**config.mk**
```make
export PLATFORM = sky130hd
export DESIGN_NAME = vldst_addr_seq
export DESIGN_NICKNAME = d
export VERILOG_FILES = /design/src/rtl/vldst_pkg.sv /design/src/rtl/vldst_rst_sync.sv /design/src/rtl/vldst_mode_dec.sv /design/src/rtl/vldst_next_set.sv /design/src/rtl/vldst_addr_gen.sv /design/src/rtl/vldst_addr_seq.sv
export SDC_FILE = /design/constraint.sdc
export NUM_CORES = 2
export LEC_CHECK = 0
export BUFFER_PORTS_ARGS = -buffer_cell sky130_fd_sc_hd__buf_2
export CAP_MARGIN = 20
export CORE_AREA = 5 5 496 498
export DETAILED_ROUTE_END_ITERATION = 16
export DIE_AREA = 0 0 501 503
export HOLD_SLACK_MARGIN = 0.02
export PLACE_DENSITY = 0.46
export SKIP_CTS_REPAIR_TIMING = 1
export SLEW_MARGIN = 20
export SYNTH_ARGS = -nofsm -noshare
export SYNTH_HDL_FRONTEND = slang
export SYNTH_SLANG_ARGS = --single-unit
```
**constraint.sdc**
```tcl
create_clock -name clk -period 22.7 [get_ports clk]
set_input_delay 3.405 -clock clk [delete_from_list [all_inputs] [get_ports clk]]
set_output_delay 3.405 -clock clk [all_outputs]
set_load 0.01 [all_outputs]
```
**src/rtl/vldst_pkg.sv**
```systemverilog
package vldst_pkg;

  typedef enum logic [2:0] {
    MD_UNIT    = 3'd0,
    MD_STRIDE  = 3'd1,
    MD_VBASE   = 3'd2,
    MD_SIMM    = 3'd3,
    MD_INDEX   = 3'd4,
    MD_SPLAT   = 3'd5,
    MD_SIDX    = 3'd6,
    MD_ILLEGAL = 3'd7
  } vmode_e;

  typedef enum logic {
    S_IDLE = 1'b0,
    S_RUN  = 1'b1
  } seq_state_e;

endpackage

```
**src/rtl/vldst_rst_sync.sv**
```systemverilog
module vldst_rst_sync (
  input  logic clk,
  input  logic rst_n,
  output logic rst_sync_n
);
  logic [1:0] sync_q;

  always_ff @(posedge clk or negedge rst_n) begin
    if (!rst_n) sync_q <= 2'b00;
    else        sync_q <= {sync_q[0], 1'b1};
  end

  assign rst_sync_n = sync_q[1];
endmodule

```
**src/rtl/vldst_mode_dec.sv**
```systemverilog
module vldst_mode_dec
  import vldst_pkg::*;
(
  input  logic   indexed,
  input  logic   elstride,
  input  logic   base_isvec,
  input  logic   idx_isvec,
  input  logic   dst_isvec,
  output vmode_e mode,
  output logic   src_skip,
  output logic   illegal
);
  always_comb begin
    mode     = MD_UNIT;
    src_skip = 1'b0;
    illegal  = 1'b0;
    if (!indexed) begin
      if (base_isvec) begin
        mode     = MD_VBASE;
        src_skip = 1'b1;
      end else if (!dst_isvec) begin
        mode = MD_SIMM;
      end else if (elstride) begin
        mode = MD_STRIDE;
      end else begin
        mode = MD_UNIT;
      end
    end else begin
      if (base_isvec || idx_isvec) begin
        if (dst_isvec) begin
          mode     = MD_INDEX;
          src_skip = 1'b1;
        end else begin
          mode    = MD_ILLEGAL;
          illegal = 1'b1;
        end
      end else begin
        mode = dst_isvec ? MD_SPLAT : MD_SIDX;
      end
    end
  end
endmodule

```
**src/rtl/vldst_next_set.sv**
```systemverilog
module vldst_next_set #(
  parameter int N  = 8,
  parameter int CW = 4,
  localparam int PW = $clog2(N)
) (
  input  logic [N-1:0]  mask,
  input  logic [CW-1:0] start,
  input  logic [CW-1:0] limit,
  input  logic          skip,
  output logic          found,
  output logic [PW-1:0] pos
);
  always_comb begin
    found = 1'b0;
    pos   = '0;
    for (int k = N - 1; k >= 0; k--) begin
      if ((CW'(k) >= start) && (CW'(k) < limit) && (mask[k] || !skip)) begin
        found = 1'b1;
        pos   = PW'(k);
      end
    end
  end
endmodule

```
**src/rtl/vldst_addr_gen.sv**
```systemverilog
module vldst_addr_gen
  import vldst_pkg::*;
#(
  parameter int AW    = 64,
  parameter int IMMW  = 16,
  parameter int VLMAX = 8,
  localparam int IW   = $clog2(VLMAX)
) (
  input  vmode_e              mode,
  input  logic [AW-1:0]       base,
  input  logic [VLMAX*AW-1:0] base_vec,
  input  logic                base_isvec,
  input  logic [AW-1:0]       idx,
  input  logic [VLMAX*AW-1:0] idx_vec,
  input  logic                idx_isvec,
  input  logic [1:0]          idx_wcode,
  input  logic                idx_signed,
  input  logic [1:0]          op_wcode,
  input  logic [IMMW-1:0]     imm,
  input  logic [IW-1:0]       pos,
  output logic [AW-1:0]       addr
);
  logic [AW-1:0] bv [VLMAX];
  logic [AW-1:0] iv [VLMAX];

  for (genvar g = 0; g < VLMAX; g++) begin : g_unpack
    assign bv[g] = base_vec[g*AW +: AW];
    assign iv[g] = idx_vec[g*AW +: AW];
  end

  logic [AW-1:0] imm_x, pos_x, a_op, b_raw, b_ext;
  logic          indexed_form;

  assign imm_x = {{(AW-IMMW){imm[IMMW-1]}}, imm};
  assign pos_x = AW'(pos);
  assign a_op  = base_isvec ? bv[pos] : base;
  assign b_raw = idx_isvec ? iv[pos] : idx;
  assign indexed_form = (mode == MD_INDEX) || (mode == MD_SPLAT) || (mode == MD_SIDX);

  // index cut to its element width, then sign or zero filled
  always_comb begin
    int wbits;
    wbits = 8 << idx_wcode;
    b_ext = b_raw;
    if (wbits < AW) begin
      for (int b = 0; b < AW; b++) begin
        if (b >= wbits) b_ext[b] = idx_signed ? b_raw[wbits-1] : 1'b0;
      end
    end
  end

  always_comb begin
    if (indexed_form) begin
      addr = a_op + b_ext;
    end else begin
      case (mode)
        MD_UNIT:   addr = base + imm_x + (pos_x << op_wcode);
        MD_STRIDE: addr = base + (pos_x * imm_x);
        default:   addr = a_op + imm_x;
      endcase
    end
  end
endmodule

```
**src/rtl/vldst_addr_seq.sv**
```systemverilog
module vldst_addr_seq
  import vldst_pkg::*;
#(
  parameter int AW    = 64,
  parameter int IMMW  = 16,
  parameter int VLMAX = 8,
  localparam int IW   = $clog2(VLMAX),
  localparam int VLW  = IW + 1
) (
  input  logic                clk,
  input  logic                rst_n,
  input  logic                req_valid,
  output logic                req_ready,
  input  logic                req_indexed,
  input  logic                req_elstride,
  input  logic                req_base_isvec,
  input  logic                req_idx_isvec,
  input  logic                req_dst_isvec,
  input  logic                req_signed_idx,
  input  logic [1:0]          req_idx_width,
  input  logic [1:0]          req_op_width,
  input  logic                req_nocache,
  input  logic [IMMW-1:0]     req_imm,
  input  logic [VLW-1:0]      req_vl,
  input  logic [VLMAX-1:0]    req_src_mask,
  input  logic [VLMAX-1:0]    req_dst_mask,
  input  logic [AW-1:0]       req_base,
  input  logic [VLMAX*AW-1:0] req_base_vec,
  input  logic [AW-1:0]       req_idx,
  input  logic [VLMAX*AW-1:0] req_idx_vec,
  output logic                elem_valid,
  input  logic                elem_ready,
  output logic [AW-1:0]       elem_addr,
  output logic [IW-1:0]       elem_dst_idx,
  output logic                elem_nocache,
  output logic                done,
  output logic                done_illegal
);
  logic rst_s_n;
  vldst_rst_sync u_rst (.clk(clk), .rst_n(rst_n), .rst_sync_n(rst_s_n));

  // decode of the incoming request
  vmode_e dec_mode;
  logic   dec_src_skip, dec_illegal;
  vldst_mode_dec u_dec (
    .indexed(req_indexed), .elstride(req_elstride), .base_isvec(req_base_isvec),
    .idx_isvec(req_idx_isvec), .dst_isvec(req_dst_isvec),
    .mode(dec_mode), .src_skip(dec_src_skip), .illegal(dec_illegal)
  );

  // control state
  seq_state_e     state_q, state_d;
  logic [VLW-1:0] i_q, i_d, j_q, j_d;
  logic           iss_q, iss_d;
  logic           cap_en;
  vmode_e         mode_q;
  logic           src_skip_q, dst_vec_q, ill_q;

  // captured operands
  logic [VLW-1:0]      vl_q;
  logic [VLMAX-1:0]    smask_q, dmask_q;
  logic [AW-1:0]       base_q, idx_q;
  logic [VLMAX*AW-1:0] bvec_q, ivec_q;
  logic                bisv_q, iisv_q, isgn_q, nc_q;
  logic [1:0]          iwc_q, opwc_q;
  logic [IMMW-1:0]     imm_q;

  // next enabled source and destination elements
  logic          s_found, d_found;
  logic [IW-1:0] s_pos, d_pos;

  vldst_next_set #(.N(VLMAX), .CW(VLW)) u_src_walk (
    .mask(smask_q), .start(i_q), .limit(vl_q), .skip(src_skip_q),
    .found(s_found), .pos(s_pos)
  );
  vldst_next_set #(.N(VLMAX), .CW(VLW)) u_dst_walk (
    .mask(dmask_q), .start(j_q), .limit(vl_q), .skip(dst_vec_q),
    .found(d_found), .pos(d_pos)
  );

  logic [AW-1:0] addr_w;
  vldst_addr_gen #(.AW(AW), .IMMW(IMMW), .VLMAX(VLMAX)) u_agen (
    .mode(mode_q), .base(base_q), .base_vec(bvec_q), .base_isvec(bisv_q),
    .idx(idx_q), .idx_vec(ivec_q), .idx_isvec(iisv_q), .idx_wcode(iwc_q),
    .idx_signed(isgn_q), .op_wcode(opwc_q), .imm(imm_q), .pos(s_pos),
    .addr(addr_w)
  );

  logic running, more, hs;
  assign running      = (state_q == S_RUN);
  assign more         = s_found && d_found && !ill_q && !(!dst_vec_q && iss_q);
  assign elem_valid   = running && more;
  assign done         = running && !more;
  assign done_illegal = done && ill_q;
  assign hs           = elem_valid && elem_ready;
  assign req_ready    = (state_q == S_IDLE) && rst_s_n;
  assign elem_addr    = addr_w;
  assign elem_dst_idx = d_pos;
  assign elem_nocache = nc_q;

  // next state
  always_comb begin
    state_d = state_q;
    i_d     = i_q;
    j_d     = j_q;
    iss_d   = iss_q;
    cap_en  = 1'b0;
    case (state_q)
      S_IDLE: begin
        if (req_valid && req_ready) begin
          state_d = S_RUN;
          i_d     = '0;
          j_d     = '0;
          iss_d   = 1'b0;
          cap_en  = 1'b1;
        end
      end
      default: begin
        if (hs) begin
          i_d   = VLW'({1'b0, s_pos}) + VLW'(1);
          j_d   = VLW'({1'b0, d_pos}) + VLW'(1);
          iss_d = 1'b1;
        end else if (done) begin
          state_d = S_IDLE;
        end
      end
    endcase
  end

  always_ff @(posedge clk or negedge rst_s_n) begin
    if (!rst_s_n) begin
      state_q    <= S_IDLE;
      i_q        <= '0;
      j_q        <= '0;
      iss_q      <= 1'b0;
      mode_q     <= MD_UNIT;
      src_skip_q <= 1'b0;
      dst_vec_q  <= 1'b0;
      ill_q      <= 1'b0;
      vl_q       <= '0;
    end else begin
      state_q <= state_d;
      i_q     <= i_d;
      j_q     <= j_d;
      iss_q   <= iss_d;
      if (cap_en) begin
        mode_q     <= dec_mode;
        src_skip_q <= dec_src_skip;
        dst_vec_q  <= req_dst_isvec;
        ill_q      <= dec_illegal;
        vl_q       <= req_vl;
      end
    end
  end

  // operand capture, no reset needed
  always_ff @(posedge clk) begin
    if (cap_en) begin
      smask_q <= req_src_mask;
      dmask_q <= req_dst_mask;
      base_q  <= req_base;
      bvec_q  <= req_base_vec;
      bisv_q  <= req_base_isvec;
      idx_q   <= req_idx;
      ivec_q  <= req_idx_vec;
      iisv_q  <= req_idx_isvec;
      iwc_q   <= req_idx_width;
      isgn_q  <= req_signed_idx;
      opwc_q  <= req_op_width;
      imm_q   <= req_imm;
      nc_q    <= req_nocache;
    end
  end

  // assertions
  p_hold_r12: assert property (@(posedge clk) disable iff (!rst_s_n)
    (elem_valid && !elem_ready) |=> (elem_valid && $stable(elem_addr)
      && $stable(elem_dst_idx) && $stable(elem_nocache)));

  p_done_idle_r1: assert property (@(posedge clk) disable iff (!rst_s_n)
    done |=> req_ready);

  p_busy_r1: assert property (@(posedge clk) disable iff (!rst_s_n)
    (req_valid && req_ready) |=> !req_ready);

  p_dst_order_r8: assert property (@(posedge clk) disable iff (!rst_s_n)
    (elem_valid && $past(hs)) |-> (elem_dst_idx > $past(elem_dst_idx)));

  p_splat_same_r7: assert property (@(posedge clk) disable iff (!rst_s_n)
    (mode_q == MD_SPLAT && elem_valid && $past(hs)) |-> (elem_addr == $past(elem_addr)));

  p_unit_step_r2: assert property (@(posedge clk) disable iff (!rst_s_n)
    (mode_q == MD_UNIT && elem_valid && $past(hs))
      |-> (elem_addr == $past(elem_addr) + (AW'(1) << opwc_q)));

  p_single_r9: assert property (@(posedge clk) disable iff (!rst_s_n)
    (!dst_vec_q && running && $past(hs)) |-> !elem_valid);

  p_illegal_r10: assert property (@(posedge clk) disable iff (!rst_s_n)
    (req_valid && req_ready && dec_illegal) |=> (done && done_illegal));

  p_empty_r11: assert property (@(posedge clk) disable iff (!rst_s_n)
    (req_valid && req_ready && req_vl == '0) |=> (done && !elem_valid));

endmodule

```
==> summary.txt <==
Run status
  • Run status: completed

Global route
  • Pin count of the biggest net entering global routing: 168
  • Total track usage: between 20% and 30%
  • Vias in the first global route: 54.9k
  • First-pass GRT wire length: 445000 microns
  • GRT Residual Overflow: 0
  • Initial antenna violation count: approximately 260

Yosys
  • FFs w/ async S/R, synth: 1.81%
  • Top cells by area, synth: edfxtp_1 54%, nand2_1 7.0%, ha_1 6.7%
  • Post-synthesis sequential area ratio: 54.6%
  • Synth cell types: 95
  • Seq cells post-synth: 1214
  • Top-area cell type share of the netlist area: 53.8%
  • Syn Area/Cell: 10.4 sq um
  • Yosys warnings: 0
  • Synthesized net count: 8008
  • Post-synth top area cell: edfxtp_1
  • Mapped cell area: 66600 sq um
  • Ys flop type: edfxtp_1
  • Count of mapped cells out of synthesis: approximately 6.4k
  • Number of flops mapped to enable cells by yosys: between 1k and 1.5k

Routing
  • Detailed Routing Iterations Pass 1: 5
  • Initial DRC count: about 6.8k
  • Final antenna-violating net count: 0
  • Via count: 58.0k
  • Residual DRC count: 0
  • Overall routed net length: roughly 330000 microns
  • Drt wl/cell: 30.4 microns
  • Vias/cell: 5.28

Worst setup path
  • Setup crit end kind: primary output
  • Max Fanout on Critical Path: 55
  • Critical R2R Launch: u_rst.sync_q[1]
  • CP dominant cell by count: a211oi_1
  • R2R cell count: 8
  • CP required: about 19 ns
  • CP max-delay cell: a21oi_1
  • R2R Setup Slk: between 15 and 20 ns
  • R2r endpoint: idx_q[43]
  • Worst setup startpoint: i_q[0]
  • CP startpoint kind: flip-flop
  • Largest stage delay on the critical path: 0.74 ns
  • Arr. time, crit path: 12.01 ns
  • Critical setup path kind: flip-flop to primary output

Floorplanning
  • Ports: 1275
  • Die span in y: approximately 500 microns
  • Core area: 242000 sq um
  • Die ar.: 252000 sq um
  • Row count: 181
  • Starting Density: 27.6%
  • Die W: roughly 500 microns

Clock tree
  • Clock H-tree levels: 4
  • Clock slew at reported path FFs: approximately 0.06 ns
  • CTS Root Cell: clkbuf_16
  • CTS tree: built
  • Number of buffers created by CTS: 144
  • Later-pin clock latency in the skew report: 0.84 ns
  • CTS Sinks: around 1.2k
  • Max clock buf depth: 3

Worst hold path
  • HP Class: flip-flop to async pin

Final layout
  • Most frequent cells in the layout: 1274 x buf_2, 1244 x nand2_1, 1192 x edfxtp_1
  • Nets@finish: 9149
  • Most common cell after layout, fill and taps aside: buf_2
  • Share of cells above drive strength 1: 20.9%
  • Area growth syn-to-layout: 22.2%

Placement
  • Routability Congestion: 0.934
  • Place WS: 8.12 ns
  • Port Buffers: 1274
  • Hpwl dp: 264000 microns

STA
  • Max_slew headroom: 18.5%
  • RSZ-0062 raised after global routing: false
  • Worst-margin pin slew: 1.22 ns
  • Max Freq: 0.0649 GHz
  • Final Hold Viols: 0
  • Final setup viols: 0
  • Setup ws final: approximately 7.3 ns
  • Skew final: 0.0839 ns
  • Hold slack: roughly 0.21 ns
  • Tcrit/Tclk final: 67.9%
  • Pins over their slew limit: 0
  • Setup TNS: 0 ns
  • Tmin final: 15.42 ns

Run
  • MaxCap Viol Count: 0
-- through the flow --
stage	instances	utilization (%)	cell area, sq um
after detailed placement	10616	31.6	76300
after global placement	10616	31.6	76300
after floorplan	6420	-	66600
final	10978	33.7	81400
after CTS	10874	33.6	81100
after global routing	10923	33.6	81200
-- worst max-delay path by stage --
stage | slack [ns] | cells after the start | to
global placement | 8.14 | 32 | elem_addr[36]
global route | 6.74 | 32 | elem_addr[36]
CTS | 7.23 | 32 | elem_addr[36]
floorplan | 3.08 | 4 | mode_q[1]
finish | 7.28 | 32 | elem_addr[36]
detailed placement | 8.12 | 32 | elem_addr[36]
-- critical path, delay by kind of cell, from the launching register on --
family | cells | cell delay [ns]
AND/OR/NAND/NOR | 7 | 1.73
flip-flops | 1 | 0.48
adder cells (fa/ha/maj) | 4 | 1.37
buffers and inverters | 5 | 2.14
XOR/XNOR | 2 | 0.46
AO/OA/AOI/OAI | 14 | 4.94
-- flip-flops by register name (all words and copies together) (netlist names) --
register	count
imm_q	16
iisv_q	1
ivec_q	512
u_rst.sync_q	2
ill_q	1
iss_q	1
i_q	4
src_skip_q	1
isgn_q	1
dmask_q	8
iwc_q	2
dst_vec_q	1
running	1
bvec_q	512
j_q	4
vl_q	4
smask_q	8
base_q	64
elem_nocache	1
opwc_q	2
bisv_q	1
idx_q	64
mode_q	3
-- cell families (layout without fill, tap and decap cells) --
family / Yosys count / count (layout) / synth area share, %
flops: 1214 / 1214 / 54.6
xor+xnor: 222 / 222 / 2.94
compound gates: 1353 / 1353 / 13.4
other cells: 1 / 104 / 0.00563
simple gates: 2699 / 2699 / 18.1
fa+ha+maj: 385 / 385 / 7.53
buf+inv: 520 / 1773 / 3.08
mux: 26 / 26 / 0.395
-- routing by layer --
layer  vias to the layer above  GRT usage (%)  wire length [microns]  share of wire (%)
met4                        94           8.64                  12700                3.8
met2                      2642           39.1                 149000                 45
met5                         -              0                    595               0.18
met1                     28547           35.3                 147000                 44
li1                      26050              -                      -                  -
met3                       642           4.93                  23300                7.0
-- layout make-up --
type / instances / area, sq um
inverter: 169 / 666
clock inverter: 75 / 1010
fill: 24889 / 160000
multi-input combinational: 4686 / 28300
timing repair buffer: 1346 / 7060
sequential: 1214 / 36300
antenna: 103 / 258
clock buffer: 183 / 3750
tap: 3202 / 4010
-- synthesized netlist by cell type, types with 9 or more instances --
| library cell | count |
|---|---|
| buf_2 | 33 |
| o21a_1 | 36 |
| and2_1 | 51 |
| or2_2 | 15 |
| inv_1 | 166 |
| a22oi_1 | 9 |
| nand2b_1 | 36 |
| o31a_1 | 10 |
| clkbuf_1 | 267 |
| a21o_1 | 208 |
| o31ai_1 | 19 |
| dfrtp_1 | 22 |
| a221oi_1 | 10 |
| o21ai_0 | 206 |
| o211ai_1 | 37 |
| a211oi_1 | 66 |
| xnor2_1 | 136 |
| or3_1 | 26 |
| o21bai_1 | 51 |
| nor3_1 | 51 |
| buf_1 | 43 |
| nor2b_1 | 26 |
| o22ai_1 | 15 |
| a211o_1 | 17 |
| and3_1 | 70 |
| o221ai_1 | 14 |
| a21boi_0 | 11 |
| edfxtp_1 | 1192 |
| a21oi_1 | 362 |
| nor2_1 | 295 |
| nand3_1 | 799 |
| nand2_1 | 1246 |
| a2111oi_0 | 11 |
| and4_1 | 9 |
| nand4_1 | 39 |
| mux2i_1 | 24 |
| a41oi_1 | 12 |
| fa_1 | 26 |
| xor2_1 | 85 |
| a31oi_1 | 147 |
| a311oi_1 | 11 |
| ha_1 | 359 |
| o2111ai_1 | 9 |
Power is left out: the tool's default activity adds up to more than one toggle a clock period on the data nets, which glitch-free logic cannot reach.
